`src/rtl/jtag_dr_pkg.sv`:
```
package jtag_dr_pkg;
   timeunit 1ns;
   timeprecision 1ps;

   // Which data-register path currently sits between TDI and TDO
   typedef enum logic [1:0] {
      DR_BYPASS = 2'd0,
      DR_IDCODE = 2'd1,
      DR_USER   = 2'd2
   } dr_path_e;

   // State strobes from the TAP controller, at most one set per cycle
   typedef struct packed {
      logic capture;
      logic shift;
      logic update;
   } dr_strobe_t;
endpackage

```
`src/rtl/jtag_dr_decode.sv`:
```
module jtag_dr_decode
   import jtag_dr_pkg::*;
#(
   parameter int IR_W         = 4,
   parameter int NUM_USER     = 2,
   parameter int OP_IDCODE    = 1,
   parameter int OP_USER_BASE = 8
) (
   input  logic [IR_W-1:0]     instr,
   output dr_path_e            path,
   output logic [NUM_USER-1:0] user_sel
);
   timeunit 1ns;
   timeprecision 1ps;

   localparam logic [IR_W-1:0] ID_OP = IR_W'(OP_IDCODE);

   // Anything not matched below falls back to bypass
   always_comb begin
      path     = DR_BYPASS;
      user_sel = '0;
      if (instr == ID_OP) begin
         path = DR_IDCODE;
      end
      for (int k = 0; k < NUM_USER; k++) begin
         if (instr == IR_W'(OP_USER_BASE + k)) begin
            path        = DR_USER;
            user_sel[k] = 1'b1;
         end
      end
   end
endmodule

```
`src/rtl/jtag_dr_shift.sv`:
```
module jtag_dr_shift #(
   parameter int           W   = 8,
   parameter logic [W-1:0] RST = '0
) (
   input  logic         tck,
   input  logic         rst_n,
   input  logic         cap_en,
   input  logic         shf_en,
   input  logic [W-1:0] cap_val,
   input  logic         tdi,
   output logic [W-1:0] q
);
   timeunit 1ns;
   timeprecision 1ps;

   generate
      if (W == 1) begin : g_bit
         always_ff @(posedge tck or negedge rst_n) begin
            if (!rst_n)      q <= RST;
            else if (cap_en) q <= cap_val;
            else if (shf_en) q <= tdi;
         end
      end else begin : g_vec
         // TDI enters at the MSB, bit 0 leaves toward TDO
         always_ff @(posedge tck or negedge rst_n) begin
            if (!rst_n)      q <= RST;
            else if (cap_en) q <= cap_val;
            else if (shf_en) q <= {tdi, q[W-1:1]};
         end
      end
   endgenerate
endmodule

```
`src/rtl/jtag_dr_user.sv`:
```
module jtag_dr_user
   import jtag_dr_pkg::*;
#(
   parameter int           W   = 8,
   parameter logic [W-1:0] RST = '0
) (
   input  logic         tck,
   input  logic         rst_n,
   input  logic         sel,
   input  dr_strobe_t   strobe,
   input  logic         tdi,
   input  logic         func_we,
   input  logic [W-1:0] func_wdata,
   output logic [W-1:0] func_q,
   output logic [W-1:0] shift_q,
   output logic [W-1:0] hold_q,
   output logic         commit
);
   timeunit 1ns;
   timeprecision 1ps;

   logic cap_en, shf_en, upd_en;

   assign cap_en = sel & strobe.capture;
   assign shf_en = sel & strobe.shift;
   assign upd_en = sel & strobe.update;

   jtag_dr_shift #(.W(W), .RST(RST)) u_shift (
      .tck     (tck),
      .rst_n   (rst_n),
      .cap_en  (cap_en),
      .shf_en  (shf_en),
      .cap_val (func_q),
      .tdi     (tdi),
      .q       (shift_q)
   );

   // Hold stage: only update-DR touches it
   always_ff @(posedge tck or negedge rst_n) begin
      if (!rst_n)      hold_q <= RST;
      else if (upd_en) hold_q <= shift_q;
   end

   // One-cycle commit pulse drives the JTAG port of the functional register
   always_ff @(posedge tck or negedge rst_n) begin
      if (!rst_n) commit <= 1'b0;
      else        commit <= upd_en;
   end

   // Dual-access functional register, JTAG port wins a collision
   always_ff @(posedge tck or negedge rst_n) begin
      if (!rst_n)       func_q <= RST;
      else if (commit)  func_q <= hold_q;
      else if (func_we) func_q <= func_wdata;
   end
endmodule

```
`src/rtl/jtag_dr_bank.sv`:
```
module jtag_dr_bank
   import jtag_dr_pkg::*;
#(
   parameter int               IR_W         = 4,
   parameter int               UDR_W        = 8,
   parameter int               NUM_USER     = 2,
   parameter logic [31:0]      ID_CODE      = 32'h5A3C_9E15,
   parameter int               OP_IDCODE    = 1,
   parameter int               OP_BYPASS    = 15,
   parameter int               OP_USER_BASE = 8,
   parameter logic [UDR_W-1:0] UDR_RST      = '0
) (
   input  logic                      tck,
   input  logic                      rst_n,
   input  logic                      tdi,
   input  logic [IR_W-1:0]           instr,
   input  logic                      cap_dr,
   input  logic                      shf_dr,
   input  logic                      upd_dr,
   input  logic [NUM_USER-1:0]       func_we,
   input  logic [NUM_USER*UDR_W-1:0] func_wdata,
   output logic [NUM_USER*UDR_W-1:0] func_rdata,
   output logic                      tdo
);
   timeunit 1ns;
   timeprecision 1ps;

   localparam int ID_W     = 32;
   localparam int OP_SPACE = 2 ** IR_W;
   localparam int USER_TOP = OP_USER_BASE + NUM_USER - 1;

   // Elaboration-time parameter checks
   if (IR_W < 2) begin : g_chk_ir
      $error("IR_W must be at least 2");
   end
   if (NUM_USER < 1) begin : g_chk_num
      $error("NUM_USER must be at least 1");
   end
   if (UDR_W < 2) begin : g_chk_w
      $error("UDR_W must be at least 2");
   end
   if (ID_CODE[0] != 1'b1) begin : g_chk_id
      $error("ID_CODE bit 0 must be 1");
   end
   if (USER_TOP >= OP_SPACE || OP_IDCODE >= OP_SPACE || OP_BYPASS >= OP_SPACE) begin : g_chk_range
      $error("opcode outside instruction width");
   end
   if (OP_IDCODE == OP_BYPASS) begin : g_chk_dup
      $error("ID and bypass opcodes collide");
   end
   if (OP_IDCODE >= OP_USER_BASE && OP_IDCODE <= USER_TOP) begin : g_chk_id_usr
      $error("ID opcode falls in user range");
   end
   if (OP_BYPASS >= OP_USER_BASE && OP_BYPASS <= USER_TOP) begin : g_chk_byp_usr
      $error("bypass opcode falls in user range");
   end

   dr_path_e                        path;
   logic [NUM_USER-1:0]             user_sel;
   dr_strobe_t                      strobe;
   logic [0:0]                      byp_q;
   logic [ID_W-1:0]                 id_q;
   logic [NUM_USER-1:0][UDR_W-1:0]  shift_all;
   logic [NUM_USER-1:0][UDR_W-1:0]  hold_all;
   logic [NUM_USER-1:0][UDR_W-1:0]  func_all;
   logic [NUM_USER-1:0]             commit;
   logic [NUM_USER-1:0]             usr_lsb;
   logic                            tdo_d;

   assign strobe = '{capture: cap_dr, shift: shf_dr, update: upd_dr};

   jtag_dr_decode #(
      .IR_W         (IR_W),
      .NUM_USER     (NUM_USER),
      .OP_IDCODE    (OP_IDCODE),
      .OP_USER_BASE (OP_USER_BASE)
   ) u_decode (
      .instr    (instr),
      .path     (path),
      .user_sel (user_sel)
   );

   jtag_dr_shift #(.W(1), .RST(1'b0)) u_bypass (
      .tck     (tck),
      .rst_n   (rst_n),
      .cap_en  (cap_dr & (path == DR_BYPASS)),
      .shf_en  (shf_dr & (path == DR_BYPASS)),
      .cap_val (1'b0),
      .tdi     (tdi),
      .q       (byp_q)
   );

   jtag_dr_shift #(.W(ID_W), .RST(ID_CODE)) u_idreg (
      .tck     (tck),
      .rst_n   (rst_n),
      .cap_en  (cap_dr & (path == DR_IDCODE)),
      .shf_en  (shf_dr & (path == DR_IDCODE)),
      .cap_val (ID_CODE),
      .tdi     (tdi),
      .q       (id_q)
   );

   for (genvar k = 0; k < NUM_USER; k++) begin : g_user
      jtag_dr_user #(.W(UDR_W), .RST(UDR_RST)) u_user (
         .tck        (tck),
         .rst_n      (rst_n),
         .sel        (user_sel[k]),
         .strobe     (strobe),
         .tdi        (tdi),
         .func_we    (func_we[k]),
         .func_wdata (func_wdata[k*UDR_W +: UDR_W]),
         .func_q     (func_all[k]),
         .shift_q    (shift_all[k]),
         .hold_q     (hold_all[k]),
         .commit     (commit[k])
      );
      assign usr_lsb[k] = user_sel[k] & shift_all[k][0];
   end

   assign func_rdata = func_all;

   always_comb begin
      case (path)
         DR_IDCODE: tdo_d = id_q[0];
         DR_USER:   tdo_d = |usr_lsb;
         default:   tdo_d = byp_q[0];
      endcase
   end

   // TDO retimed on the falling edge
   always_ff @(negedge tck or negedge rst_n) begin
      if (!rst_n) tdo <= 1'b0;
      else        tdo <= tdo_d;
   end
endmodule

```
`config.mk`:
```
export PLATFORM = sky130hd
export DESIGN_NAME = jtag_dr_bank
export DESIGN_NICKNAME = d
export VERILOG_FILES = /design/src/rtl/jtag_dr_pkg.sv /design/src/rtl/jtag_dr_decode.sv /design/src/rtl/jtag_dr_shift.sv /design/src/rtl/jtag_dr_user.sv /design/src/rtl/jtag_dr_bank.sv
export SDC_FILE = /design/constraint.sdc
export NUM_CORES = 1
export LEC_CHECK = 0
export ABC_AREA = 0
export BUFFER_PORTS_ARGS = -buffer_cell sky130_fd_sc_hd__buf_2
export CORE_MARGIN = 1
export CORE_UTILIZATION = 45
export CTS_CLUSTER_DIAMETER = 60
export CTS_CLUSTER_SIZE = 12
export DETAILED_ROUTE_END_ITERATION = 6
export GPL_ROUTABILITY_DRIVEN = 0
export HOLD_SLACK_MARGIN = 0.15
export MAX_ROUTING_LAYER = met4
export PLACE_DENSITY_LB_ADDON = 0.08
export SETUP_SLACK_MARGIN = 0.05
export SLEW_MARGIN = 20
export SYNTH_ARGS = -nofsm -noshare
export SYNTH_HDL_FRONTEND = slang
export SYNTH_HIERARCHICAL = 1
export SYNTH_SLANG_ARGS = --single-unit
```
`constraint.sdc`:
```
create_clock -name tck -period 1.9 [get_ports tck]
set_input_delay 0.095 -clock tck [delete_from_list [all_inputs] [get_ports tck]]
set_output_delay 0.095 -clock tck [all_outputs]
set_load 0.02 [all_outputs]
```
# Word-level counts from Yosys, hierarchy flattened
# Index checks and enable logic that the tools add are counted.
dict set report word_totals {
  register_bits 84
  output_inout_bits 17
  word_cells 54
}
dict set report classes {
  n_eq_ne 5
  mux 18
  bitwise 12
  n_reduce_logical 8
}
# operator count
set op_table {}
lappend op_table {{32-bit 2-to-1 mux} 2}
lappend op_table {{8-bit 2-to-1 mux} 8}
lappend op_table {{1-bit bitwise AND} 12}
lappend op_table {{2-bit nonzero test} 6}
lappend op_table {{4-bit equality test, second input constant} 2}
lappend op_table {{1-bit 2-to-1 mux} 5}
lappend op_table {{4-bit by 1-bit equality test with 1-bit output, second input constant} 1}
lappend op_table {{2-bit 2-to-1 mux} 2}
lappend op_table {{2-bit by 1-bit equality test with 1-bit output, second input constant} 1}
lappend op_table {{2-bit equality test, second input constant} 1}
lappend op_table {{2-bit zero test} 1}
lappend op_table {{1-bit one-hot mux with 2 select lines} 1}
lappend op_table {{2-bit OR reduction} 1}

# Logic depth before layout (Yosys ltp)
dict set report logic_depth {
  ltp_word 8
  mapped_depth 8
  mapped_depth_nobuf 6
}

# Hierarchy
# Netlist, hierarchy kept.
# mod n_inst cells_each area_each_um2 seq_area_each_um2
set by_module_without_submodules {}
lappend by_module_without_submodules {{jtag_dr_shift at u_idreg} 1 139 1535.2 820.8}
lappend by_module_without_submodules {jtag_dr_user 2 55 708.2 425.4}
lappend by_module_without_submodules {{jtag_dr_shift at g_user[0].u_user.u_shift ...} 2 34 372.9 200.2}
lappend by_module_without_submodules {jtag_dr_bank 1 16 132.6 25.0}
lappend by_module_without_submodules {jtag_dr_decode 1 4 50.0 0.0}
lappend by_module_without_submodules {{jtag_dr_shift at u_bypass} 1 4 43.8 25.0}

==> impl_metrics.tcl <==
set metrics [dict create \
    antenna_found_initial 0 \
    core.rowCount 33 \
    synth_compound_area_share_pct 9.152 \
    diodes 0 \
    syn_to_final_growth_pct 22.07 \
    crit_arrival_ns 1.86 \
    crit_path_start "tdo" \
    skew_ns 0.01509 \
    relSlewSlack_pct 66.56 \
    cp_cell_sequence "buf_6" \
    synthTopCellsByCount "67 x dfrtp_1, 65 x mux2i_1, 65 x nand2_1, 45 x o21ai_1, 18 x o21ai_0" \
    dp_worst_setup_slack_ns -0.2809 \
    cts_root_buf "clkbuf_8" \
    cap_violations 0 \
    internal_power_w 0.003547 \
    yosys.area_share.simple_pct 9.566 \
    power_density_nw_per_um2 1019 \
    cp_top_family "flip-flops" \
    synth_top_area_share_pct 42.73 \
    r2r-start "g_user[0].u_user/u_shift/q[0]" \
    r2r-end "tdo" \
    yosysMostFrequentCell "dfrtp_1" \
    setup_violations 2 \
    syn_area_um2 3924 \
    irDropWorstVdd_v 0.0004853 \
    synth_flop_cell "dfrtp_1" \
    nNetsFinal 471 \
    placedCellCount 514 \
    seq_area_frac_synth_pct 54.08 \
    r2r_slack_ns -0.03 \
    grt_pass1_vias 2553 \
    synthAdderAreaFrac_pct 0.9566 \
    synth_edf_count 0 \
    p_leak_nw 2.081 \
    vias 2661 \
    syn_inst 341 \
    switching_share_pct 27.31 \
    yosysUniqueCellTypes 26 \
    clk_latency_ns 0.34 \
    placed_area_um2 4374 \
    htree_levels 3 \
    synth_warnings 6 \
    synth_top_family_by_area "multiplexers" \
    critPathMaxFanout 1 \
    synth_top_cell_by_area "dfrtp_1" \
    power_frac_seq_pct 54.6 \
    muxShareOfSynthArea_pct 21.17 \
    cts_tree "done" \
    drt_iter0_drc 106 \
    ys_top_cells_by_area "dfrtp_1 43%, mux2i_1 17%, dfstp_2 11%" \
    min_path_type "primary input to flop" \
    fp.dieArea_um2 9097 \
    rsz0062_at_grt "true" \
    cts.clk_slew.worst_paths_ns 0.08 \
    crit_end "tdo" \
    hpwl_um 4710 \
    p_comb_share_pct 17.4 \
    finalHoldViolations 0 \
    design_area_um2 4790 \
    critPathSlowestCell "dfrtn_1" \
    cts_buffer_depth 2 \
    worst-setup-path-type "flop to output pin" \
    detail-route-antenna-nets 0 \
    p_clk_share_pct 28.0 \
    critPathCaptureType "output pin" \
    fin_tns_setup_ns -0.08053 \
    synthArstFlopShare_pct 100.0 \
    initial_core_util_pct 47.04 \
    track_usage_pct 18.41 \
    drc 0 \
    die_w_um 95.38 \
    grt_pass1_wl_um 12410 \
    violations "negative setup slack" \
    die_h_um 95.38 \
    cp_slowest_stage_delay_ns 0.45 \
    syn_avg_cell_area_um2 11.51 \
    path_buf_inv 1 \
    start_kind "flop" \
    core-area_um2 8341 \
    tightest_slew_ns 0.5016 \
    grt_overflow_total 0 \
    cp.required_ns 1.80 \
    avgViaCountPerCell 4.838 \
    first_pass_iters 4 \
    synth_xor_area_share_pct 0 \
    finalHoldWorstSlack_ns 0.2089 \
    synth_seq_cells 84 \
    port-buffer-count 44 \
    status "finished, violations left" \
    drv_slew 0 \
    wl_um 7502 \
    crit_cells 1 \
    fin_ws_ns -0.05323 \
    fin_cells 550 \
    switchingPower_w 0.001333 \
    grt_start_max_net_pins 84 \
    wl_per_cell_um 13.64 \
    worstRegToRegCells 3 \
    clock-sinks 84 \
    drive_above_1_share_pct 26.29 \
    cts_buffers 9 \
    io_pins 45 \
]
-- final cells by class --
type,count,area [um^2]
fill,751,3551
clock buffer,11,131.4
sequential,84,2122
tap,105,131.4
multi-input combinational,265,1743
clock inverter,5,77.57
inverter,4,15.01
timing repair buffer,76,569.3
-- how the worst min path moves through the flow --
stage,from,to,slack (ns),cells after the start
finish,func_we[1],g_user[1].u_user/func_q[0],0.21,3
global route,func_we[1],g_user[1].u_user/func_q[4],0.22,3
CTS,func_we[0],g_user[0].u_user/func_q[4],0.20,3
detailed placement,rst_n,g_user[0].u_user/func_q[7],0.22,2
global placement,rst_n,u_idreg/q[22],0.22,2
floorplan,rst_n,g_user[0].u_user/commit,-0.20,0
-- stage by stage --
| stage | total power [W] | util, % |
|---|---|---|
| after global routing | 0.005166 | 57.43 |
| final | 0.004879 | 57.43 |
| after detailed placement | 0.003523 | 52.45 |
| after floorplan | 0.003201 | - |
| after global placement | 0.003478 | 52.45 |
| after CTS | 0.004945 | 57.43 |
-- state kept, by name, indices dropped and copies added, names as in the netlist --
name	cells
g_user.u_user/func_q	16
tdo	1
u_bypass/q	1
g_user.u_user/u_shift/q	16
u_idreg/q	32
g_user.u_user/commit	2
g_user.u_user/hold_q	16
-- layout by cell type (no fill, tap or decap), types with 3 or more instances in the layout --
cell           instances
mux2i_1               65
o21ai_1               45
nand2_1               65
mux2_2                16
dfstp_2               16
conb_1                33
and2_2                 6
clkbuf_8               9
o21ai_0               18
dfrtp_1               67
buf_2                 42
buf_4                  9
ha_1                   3
dlygate4sd3_1         20
buf_12                 4
inv_1                  4
-- cells by family (layout without fill, tap and decap cells) --
group,after synthesis,count (layout)
compound gates,68,68
other cells,2,33
flops,84,84
simple gates,80,80
mux,81,81
fa+ha+maj,3,3
buf+inv,23,96
-- routing by layer --
layer,global-route usage [%],vias up,wire length (um)
met5,-,-,0
met1,25.51,1256,3844
li1,-,1345,-
met4,7.090,0,88
met3,2.951,9,262
met2,27.14,51,3307
-- worst reg2reg max path: cells and delay by family, from the launching register on --
family / cells / cell delay, ns
flip-flops: 1 / 0.39
AO/OA/AOI/OAI: 3 / 0.42
-- power groups by stage --
stage               Clock [W]  Sequential (W)  Combinational (W)
floorplan                   0         0.00265           0.000551
global placement            0         0.00269           0.000790
detailed placement          0         0.00270           0.000824
CTS                   0.00141         0.00267           0.000860
global route          0.00148         0.00273           0.000955
finish                0.00137         0.00266           0.000848
-- repair_timing --
action / CTS / global route
hold buffers: 20 / 0
hold endpoints to repair: 88 / 0
gates resized for setup: 2 / 0
buffers inserted: 0 / 0
endpoints found under the setup margin: 2 / 2
No activity file was read; power rests on OpenSTA's default activity.
